**src/rtl/shr_pkg.sv**
```systemverilog
package shr_pkg;
  localparam int unsigned DW    = 8;
  localparam int unsigned OPW   = 3;
  localparam int unsigned FLG_S = 7;
  localparam int unsigned FLG_Z = 6;
  localparam int unsigned FLG_H = 4;
  localparam int unsigned FLG_P = 2;
  localparam int unsigned FLG_N = 1;
  localparam int unsigned FLG_C = 0;

  typedef enum logic [OPW-1:0] {
    OP_ROL_CIRC = 3'd0,
    OP_ROR_CIRC = 3'd1,
    OP_ROL_CARRY = 3'd2,
    OP_ROR_CARRY = 3'd3,
    OP_SHL_ARITH = 3'd4,
    OP_SHR_ARITH = 3'd5,
    OP_SHR_LOGIC = 3'd6,
    OP_NONE = 3'd7
  } shr_op_e;

  typedef struct packed {
    logic [DW-1:0] res;
    logic          cout;
  } shr_out_t;

  function automatic logic even_parity(input logic [DW-1:0] v);
    return ~(^v);
  endfunction

  function automatic shr_out_t shift_one(input shr_op_e op, input logic [DW-1:0] a,
                                         input logic cin);
    shr_out_t o;
    logic     left;
    logic     fill;
    left = (op == OP_ROL_CIRC) || (op == OP_ROL_CARRY) || (op == OP_SHL_ARITH);
    unique case (op)
      OP_ROL_CIRC:  fill = a[DW-1];
      OP_ROR_CIRC:  fill = a[0];
      OP_ROL_CARRY, OP_ROR_CARRY: fill = cin;
      OP_SHR_ARITH: fill = a[DW-1];
      default:      fill = 1'b0;
    endcase
    if (left) begin
      o.res  = {a[DW-2:0], fill};
      o.cout = a[DW-1];
    end else begin
      o.res  = {fill, a[DW-1:1]};
      o.cout = a[0];
    end
    return o;
  endfunction
endpackage

```
**src/rtl/shr_core.sv**
```systemverilog
module shr_core
  import shr_pkg::*;
(
  input  logic [DW-1:0]  a_i,
  input  logic           cin_i,
  input  logic [OPW-1:0] op_i,
  output logic [DW-1:0]  res_o,
  output logic           cout_o,
  output logic           valid_o,
  output logic           rot_o
);
  shr_op_e  op_w;
  shr_out_t sh_w;

  assign op_w    = shr_op_e'(op_i);
  assign valid_o = (op_w != OP_NONE);
  assign rot_o   = (op_i[OPW-1] == 1'b0);

  always_comb begin
    sh_w = shift_one(op_w, a_i, cin_i);
    if (valid_o) begin
      res_o  = sh_w.res;
      cout_o = sh_w.cout;
    end else begin
      res_o  = a_i;
      cout_o = cin_i;
    end
  end
endmodule

```
**src/rtl/shr_flags.sv**
```systemverilog
module shr_flags
  import shr_pkg::*;
(
  input  logic [DW-1:0] res_i,
  input  logic          cout_i,
  input  logic [DW-1:0] flags_i,
  input  logic          valid_i,
  input  logic          keep_szp_i,
  output logic [DW-1:0] flags_o
);
  logic zero_w;
  logic par_w;

  assign zero_w = (res_i == '0);
  assign par_w  = even_parity(res_i);

  always_comb begin
    flags_o = flags_i;
    if (valid_i) begin
      flags_o[FLG_H] = 1'b0;
      flags_o[FLG_N] = 1'b0;
      flags_o[FLG_C] = cout_i;
      if (!keep_szp_i) begin
        flags_o[FLG_S] = res_i[DW-1];
        flags_o[FLG_Z] = zero_w;
        flags_o[FLG_P] = par_w;
      end
    end
  end
endmodule

```
**src/rtl/shr_unit.sv**
```systemverilog
module shr_unit
  import shr_pkg::*;
(
  input  logic [7:0] opnd_i,
  input  logic [7:0] flags_i,
  input  logic [2:0] op_i,
  input  logic       short_i,
  output logic [7:0] result_o,
  output logic [7:0] flags_o
);
  logic [DW-1:0] res_w;
  logic          cout_w;
  logic          op_valid_w;
  logic          rot_op_w;
  logic          short_act_w;

  shr_core u_core (
    .a_i     (opnd_i),
    .cin_i   (flags_i[FLG_C]),
    .op_i    (op_i),
    .res_o   (res_w),
    .cout_o  (cout_w),
    .valid_o (op_valid_w),
    .rot_o   (rot_op_w)
  );

  assign short_act_w = short_i && rot_op_w && op_valid_w;

  shr_flags u_flags (
    .res_i      (res_w),
    .cout_i     (cout_w),
    .flags_i    (flags_i),
    .valid_i    (op_valid_w),
    .keep_szp_i (short_act_w),
    .flags_o    (flags_o)
  );

  assign result_o = res_w;
endmodule

```
**config.mk**
```make
export PLATFORM = sky130hd
export DESIGN_NAME = shr_unit
export DESIGN_NICKNAME = d
export VERILOG_FILES = /design/src/rtl/shr_pkg.sv /design/src/rtl/shr_core.sv /design/src/rtl/shr_flags.sv /design/src/rtl/shr_unit.sv
export SDC_FILE = /design/constraint.sdc
export NUM_CORES = 1
export LEC_CHECK = 0
export BUFFER_PORTS_ARGS = -buffer_cell sky130_fd_sc_hd__clkbuf_2
export CAP_MARGIN = 20
export CORE_MARGIN = 2
export CORE_UTILIZATION = 40
export DETAILED_ROUTE_END_ITERATION = 12
export MAX_ROUTING_LAYER = met4
export PLACE_DENSITY = 0.82
export SYNTH_ARGS = -nofsm -noshare
export SYNTH_HDL_FRONTEND = slang
export SYNTH_SLANG_ARGS = --single-unit
```
**constraint.sdc**
```tcl
create_clock -name vclk -period 2.7
set_input_delay 0.27 -clock vclk [all_inputs]
set_output_delay 0.27 -clock vclk [all_outputs]
set_load 0.005 [all_outputs]
```
== Word-level counts from Yosys, hierarchy flattened ==
Cells that the tools add are included.
Cells by class
  bitwise logic cells: 2
  muxes and demuxes: 8
  reductions and logical operators: 9
  equal/unequal tests: 6
Operators with widths (count)
  9-bit 2-to-1 mux: 1
  8-bit zero test: 1
  8-bit 2-to-1 mux: 1
  8-bit XOR reduction: 1
  3-bit by 2-bit == test with 1-bit output (second input constant): 2
  3-bit == test (second input constant): 2
  2-bit 2-to-1 mux: 2
  2-bit OR reduction: 2
  3-bit by 1-bit == test with 1-bit output (second input constant): 1
  3-bit zero test: 1
  3-bit 2-to-1 mux: 1
  3-bit inequality test (second input constant): 1
  1-bit one-hot mux with 3 select lines: 1
  1-bit logical AND: 2
  1-bit logical OR: 2
  1-bit 2-to-1 mux: 2
  1-bit NOT: 2
Storage, ports and cells
  register bits after elaboration: 0
  bits of input ports: 20

== Longest topological paths before layout ==
Gate-level depths: netlist of the first run.
  word-level depth: 9
  mapped depth: 8

== Modules after synthesis ==
Synthesis of the first run repeated with hierarchy kept, for this count alone.
Unflattened totals
  cell total of the unflattened synthesis: 76
  area total of the unflattened synthesis: 515.5 µm²
By module, submodules not included
  shr_core: instances 1, area an instance 325.3 µm², sequential area each 0.0 µm², cells each 47
  shr_flags: instances 1, area an instance 183.9 µm², sequential area each 0.0 µm², cells each 28
  shr_unit: instances 1, area an instance 6.3 µm², sequential area each 0.0 µm², cells each 1

== Worst setup path after synthesis of the first run ==
OpenSTA, ideal clock, no wires.
  path kind: input -> output
  start: input port op_i[0]
  end: output port flags_o[2]
  setup slack: 0.651 ns
  path buffers: 1
  stages on the path: 8
  data arrival time: 1.779 ns
  cells stage by stage: buf_6 > mux2_2 > a32oi_1 > o31a_1 > ha_1 > xnor2_1 > xnor2_1 > mux2_4
Between the ends
  longest elaborated chain between the ends: 9
Ends and longest elaborated chain
  from (decl): RTL line shr_unit.sv:6  | input logic [2:0] op_i,
  3-bit == test (tied with other cells): RTL line shr_pkg.sv:37  | unique case (op)
  2-bit OR reduction (no line) (tied with other cells)
  1-bit one-hot mux with 3 select lines / 1-bit logical OR (equally long branches): RTL line shr_pkg.sv:37, shr_pkg.sv:36
  9-bit 2-to-1 mux: RTL line shr_pkg.sv:44  | if (left) begin
  8-bit 2-to-1 mux: RTL line shr_core.sv:21  | if (valid_o) begin
  8-bit XOR reduction: RTL line shr_pkg.sv:28  | return ~(^v);
  1-bit NOT: RTL line shr_pkg.sv:28
  1-bit 2-to-1 mux: RTL line shr_flags.sv:23  | if (!keep_szp_i) begin
  3-bit 2-to-1 mux (*): RTL line shr_flags.sv:19  | if (valid_i) begin
  to (decl): RTL line shr_unit.sv:9  | output logic [7:0] flags_o
Mark *: on every way between the ends. The rest lies on a longest branch, timed or not.

== Worst setup path after layout of the first run ==
  start: input port op_i[2]
  end: output port flags_o[2]
The elaborated chain is that of the path after synthesis.

==> results of run 1 <==
[power breakdown]
group	leakage, µW	internal (µW)	total, µW	switching [µW]
Clock	0	0	0	0
Sequential	0	0	0	0
Combinational	0.000382	91.8	175	83.4
[worst max-delay path: stages]
cell and delay, ps:
clkbuf_2 240, nand2_1 280, mux2i_1 200, mux2_2 280
ha_1 280, xnor2_1 180, xnor2_1 100, mux2_4 270
clkbuf_2 110
[per-layer routing]
layer,GRT usage,share of wire
met2,0.3273,0.50
met1,0.2203,0.44
met5,-,0
met4,0.006250,0
met3,0.004255,0.061
[cell type report]
class / instances / area share
Multi-Input combinational cell: 67 / 0.7056
Timing Repair Buffer: 34 / 0.2369
Inverter: 6 / 0.03046
Tap cell: 16 / 0.02707
[kinds of logic (layout without fill, tap and decap cells)]
logic type	Yosys count	count (layout)
AOI/OAI and AO/OA	38	38
buffers and inverters	15	40
and+or+nand+nor	14	14
muxes	8	8
adders and majority gates	4	4
xor gates and xnor gates	3	3
[through the flow]
step                        util  setup slack (ps)  instances  hold WS [ps]
final                     0.5086             200.1        123         540.0
after global routing      0.5086             42.15        123         540.0
after CTS                 0.5086             201.0        123         540.1
after detailed placement  0.5086             209.4        123         540.1
after global placement    0.5086             255.3        123         540.1
after floorplan                -             651.4         82         620.8
[cell usage in the layout, fill, tap and decap left out, drive strengths merged]
cell type  count
inv            6
o31ai          4
a21o           3
nor2           4
nand4          1
a211o          2
a2111o         1
o21bai         1
ha             4
clkbuf        32
o22a           1
o31a           4
nand2          1
and3           2
and2           2
nor3           1
a21oi          3
o2bb2ai        1
xnor2          3
mux2           3
a32oi          1
o21a           2
o211a          1
o211ai         4
o21ai          8
buf            2
a32o           1
nor2b          3
a211oi         1
mux2i          5
[path summary, 6_finish.rpt]
check	to	slack [ps]	from	depth (start not counted)
min	flags_o[5]	540	flags_i[5]	0
max	flags_o[2]	200	op_i[2]	9
==> results.sh, run 1 <==
export IMPL_hp_class="in2out"
export IMPL_report_final_slew_viol_count=0
export IMPL_startpoint_type="input port"
export IMPL_nClkBuffers=0
export IMPL_placed_cell_area_um2=739.5
export IMPL_p_leak_uw=0.0003817
export IMPL_nFlopsAndLatches=0
export IMPL_place_gp_congestion=0.8982
export IMPL_max_cap_violations=0
export IMPL_setup_violations=0
export IMPL_slew_headroom=0.7754
export IMPL_vias=712
export IMPL_vias_per_cell=5.789
export IMPL_cp_data_arrival_time_ps=2230
export IMPL_regArea_um2=0
export IMPL_start_util=0.4157
export IMPL_num_rows=14
export IMPL_p_per_area_nw_per_um2=236.9
export IMPL_die_x_um=42.87
export IMPL_multiInputGateArea_um2=521.8
export IMPL_synth_fa_ha_area_frac=0.08282
export IMPL_path_class="in2out"
export IMPL_antenna_found_initial=0
export IMPL_synth_compound_area_frac=0.4700
export IMPL_power_uw=175.2
export IMPL_synth_commonest_cells="8 x o21ai_0, 6 x inv_1, 5 x mux2i_1"
export IMPL_syn2layout_area_growth_pct=22.36
export IMPL_cp_max_fo=16
export IMPL_post_route_cell_area_um2=739.5
export IMPL_yosysTopAreaCell="ha_1"
export IMPL_avgSynthCellArea_um2=7.370
export IMPL_grt_max_degree=17
export IMPL_core_area_um2=1454
export IMPL_synthesis_nets=106
export IMPL_fmax_mhz=400.0
export IMPL_cp_required_ps=2430
export IMPL_ys_types=33
export IMPL_antenna_left=0
export IMPL_place_hpwl_um=1329
export IMPL_rsz0062_at_grt="no"
export IMPL_fillers=149
export IMPL_fp_dieH_um=42.87
export IMPL_worstSetupEndpointType="primary output"
export IMPL_hold_violations=0
export IMPL_cts_hold_buffers=0
export IMPL_synthSimpleGateAreaFrac=0.1222
export IMPL_cts_repair_resized=0
export IMPL_drt_wl_total_um=1567
export IMPL_yosysSeqAreaShare=0
export IMPL_wl_per_cell_um=12.74
export IMPL_synth_top_family_by_area="compound AO/OA/AOI/OAI gates"
export IMPL_totalNegativeSetupSlack_ps=0
export IMPL_die_area_um2=1838
export IMPL_status="complete, no violations"
export IMPL_grt_pass1_vias=624
export IMPL_period_minus_slack_ps=2500
export IMPL_syn_inst=82
export IMPL_synthesis_area_um2=604.3
export IMPL_io_buffers=32
export IMPL_firstDrtPassIters=4
export IMPL_antennaDiodeCount=0
export IMPL_yosysMostFrequentCell="o21ai_0"
export IMPL_drt_iter0_drc=8
export IMPL_synth_mux_area_frac=0.1449
export IMPL_worstMarginPinSlew_ps=336.0
export IMPL_synth_warnings=0
export IMPL_synth_area_leaders="ha_1 8.3%, mux2i_1 8.3%, o21ai_0 6.6%, o31a_1 5.8%, buf_4 5.0%"
export IMPL_grt_pass1_wl_um=2594
export IMPL_grt_usage=0.1759
export IMPL_io_pin_count=36
export IMPL_drive_gt1_frac=0.3551
export IMPL_drc=0
export IMPL_synth_top_cell_area_share=0.08282
export IMPL_fin_nets=133
export IMPL_synth_xor_area_frac=0.04348
export IMPL_grt_ovfl_total=0
export IMPL_finalCritPeriodShare=0.9259
export IMPL_ir_drop_v=0.0001380
export IMPL_cts_setup_buffers=0
No activity file was read; power rests on OpenSTA's default activity.
==> run 2, diff against run 1 <==
Settings changed: CORE_AREA set to 4 4 41 43, CORE_MARGIN 2 to not set, CORE_UTILIZATION 40 to not set, DIE_AREA set to 0 0 45 47, PLACE_DENSITY 0.82 to 0.9.
==> results.sh, run 2 (synthesized netlist as in run 1, its figures left out) <==
export IMPL_regArea_um2=0
export IMPL_period_minus_slack_ps=2520
export IMPL_max_cap_violations=0
export IMPL_cp_data_arrival_time_ps=2250
export IMPL_slowest_stage="nand2_1"
export IMPL_mostFrequentLayoutCell="clkbuf_2"
export IMPL_nClkBuffers=0
export IMPL_slew_headroom=0.7690
export IMPL_setup_violations=0
export IMPL_p_per_area_nw_per_um2=238.9
export IMPL_drt_iter0_drc=13
export IMPL_status="complete, no violations"
export IMPL_post_route_cell_area_um2=730.7
export IMPL_io_buffers=32
export IMPL_antenna_found_initial=0
export IMPL_worstSetupEndpointType="primary output"
export IMPL_grt_pass1_vias=682
export IMPL_startpoint_type="input port"
export IMPL_finalCritPeriodShare=0.9332
export IMPL_report_final_slew_viol_count=0
export IMPL_drc=0
export IMPL_cts_repair_resized=0
export IMPL_cts_hold_buffers=0
export IMPL_start_util=0.4644
export IMPL_crit_path_max_incr_delay_ps=290
export IMPL_vias_per_cell=5.942
export IMPL_antennaDiodeCount=0
export IMPL_drt_wl_total_um=1717
export IMPL_placed_cell_area_um2=730.7
export IMPL_place_gp_congestion=0.8899
export IMPL_grt_usage=0.1763
export IMPL_crit_chain="clkbuf_2 > nand2_1 > mux2i_1 > mux2_2 > ha_1 > xnor2_1 > xnor2_1 > mux2_4 > clkbuf_2"
export IMPL_layout_common_cells="32 x clkbuf_2, 8 x o21ai_0, 6 x inv_1, 5 x mux2i_1"
export IMPL_fmax_mhz=396.9
export IMPL_path_class="in2out"
export IMPL_grt_pass1_wl_um=2794
export IMPL_hold_violations=0
export IMPL_fp_dieH_um=47
export IMPL_fin_nets=132
export IMPL_nFlopsAndLatches=0
export IMPL_io_pin_count=36
export IMPL_syn2layout_area_growth_pct=20.91
export IMPL_die_area_um2=2115
export IMPL_grt_ovfl_total=0
export IMPL_p_leak_uw=0.0003769
export IMPL_cts_setup_buffers=0
export IMPL_ir_drop_v=0.0002104
export IMPL_wl_per_cell_um=14.19
export IMPL_rsz0062_at_grt="no"
export IMPL_firstDrtPassIters=4
export IMPL_num_rows=13
export IMPL_worstMarginPinSlew_ps=345.6
export IMPL_cp_max_fo=16
export IMPL_grt_max_degree=18
export IMPL_die_x_um=45
export IMPL_hp_class="in2out"
export IMPL_cp_required_ps=2430
export IMPL_core_area_um2=1301
export IMPL_totalNegativeSetupSlack_ps=0
export IMPL_antenna_left=0
export IMPL_vias=719
export IMPL_drive_gt1_frac=0.3491
export IMPL_place_hpwl_um=1414
[run 2: final cells by class]
cell class,instances,area [µm²]
fill,126,570.5
multi-input combinational,67,521.8
tap,15,18.77
timing repair buffer,33,167.7
inverter,6,22.52
[run 2: per-layer routing]
| metal | vias up | wire length, µm | global-route usage |
|---|---|---|---|
| li1 | 360 | - | - |
| met1 | 330 | 695 | 0.2180 |
| met2 | 27 | 889 | 0.3220 |
| met3 | 2 | 114 | 0 |
| met4 | 0 | 18 | 0.03509 |
| met5 | - | 0 | - |
[run 2: per-stage QoR]
stage,setup WS (ps),instances,total power (µW),utilization,hold WS [ps]
3_5_place_dp,200.9,121,174.0,0.5615,540.1
2_1_floorplan,651.4,82,121.2,-,620.8
4_1_cts,190.5,121,175.4,0.5615,540.1
5_1_grt,31.42,121,194.3,0.5615,540.0
6_report,180.5,121,174.6,0.5615,540.0
3_3_place_gp,263.0,121,169.1,0.5615,540.1
[run 2: worst max-delay path, delay by kind of cell]
kind / cells / cell delay (ps)
mux: 3 / 760
buf+inv: 2 / 370
simple gates: 1 / 290
fa+ha+maj: 1 / 280
xor+xnor: 2 / 280
[run 2: power breakdown]
group / switching, µW / leakage, µW / internal (µW)
Combinational: 83.6 / 0.000377 / 91.0
Sequential: 0 / 0 / 0
Clock: 0 / 0 / 0
Total: 83.6 / 0.000377 / 91.0
[run 2: worst paths after layout]
kind	from	end	slack [ps]	cells after the start
worst max-delay path	op_i[2]	flags_o[2]	180	9
worst min-delay path	flags_i[3]	flags_o[3]	540	0
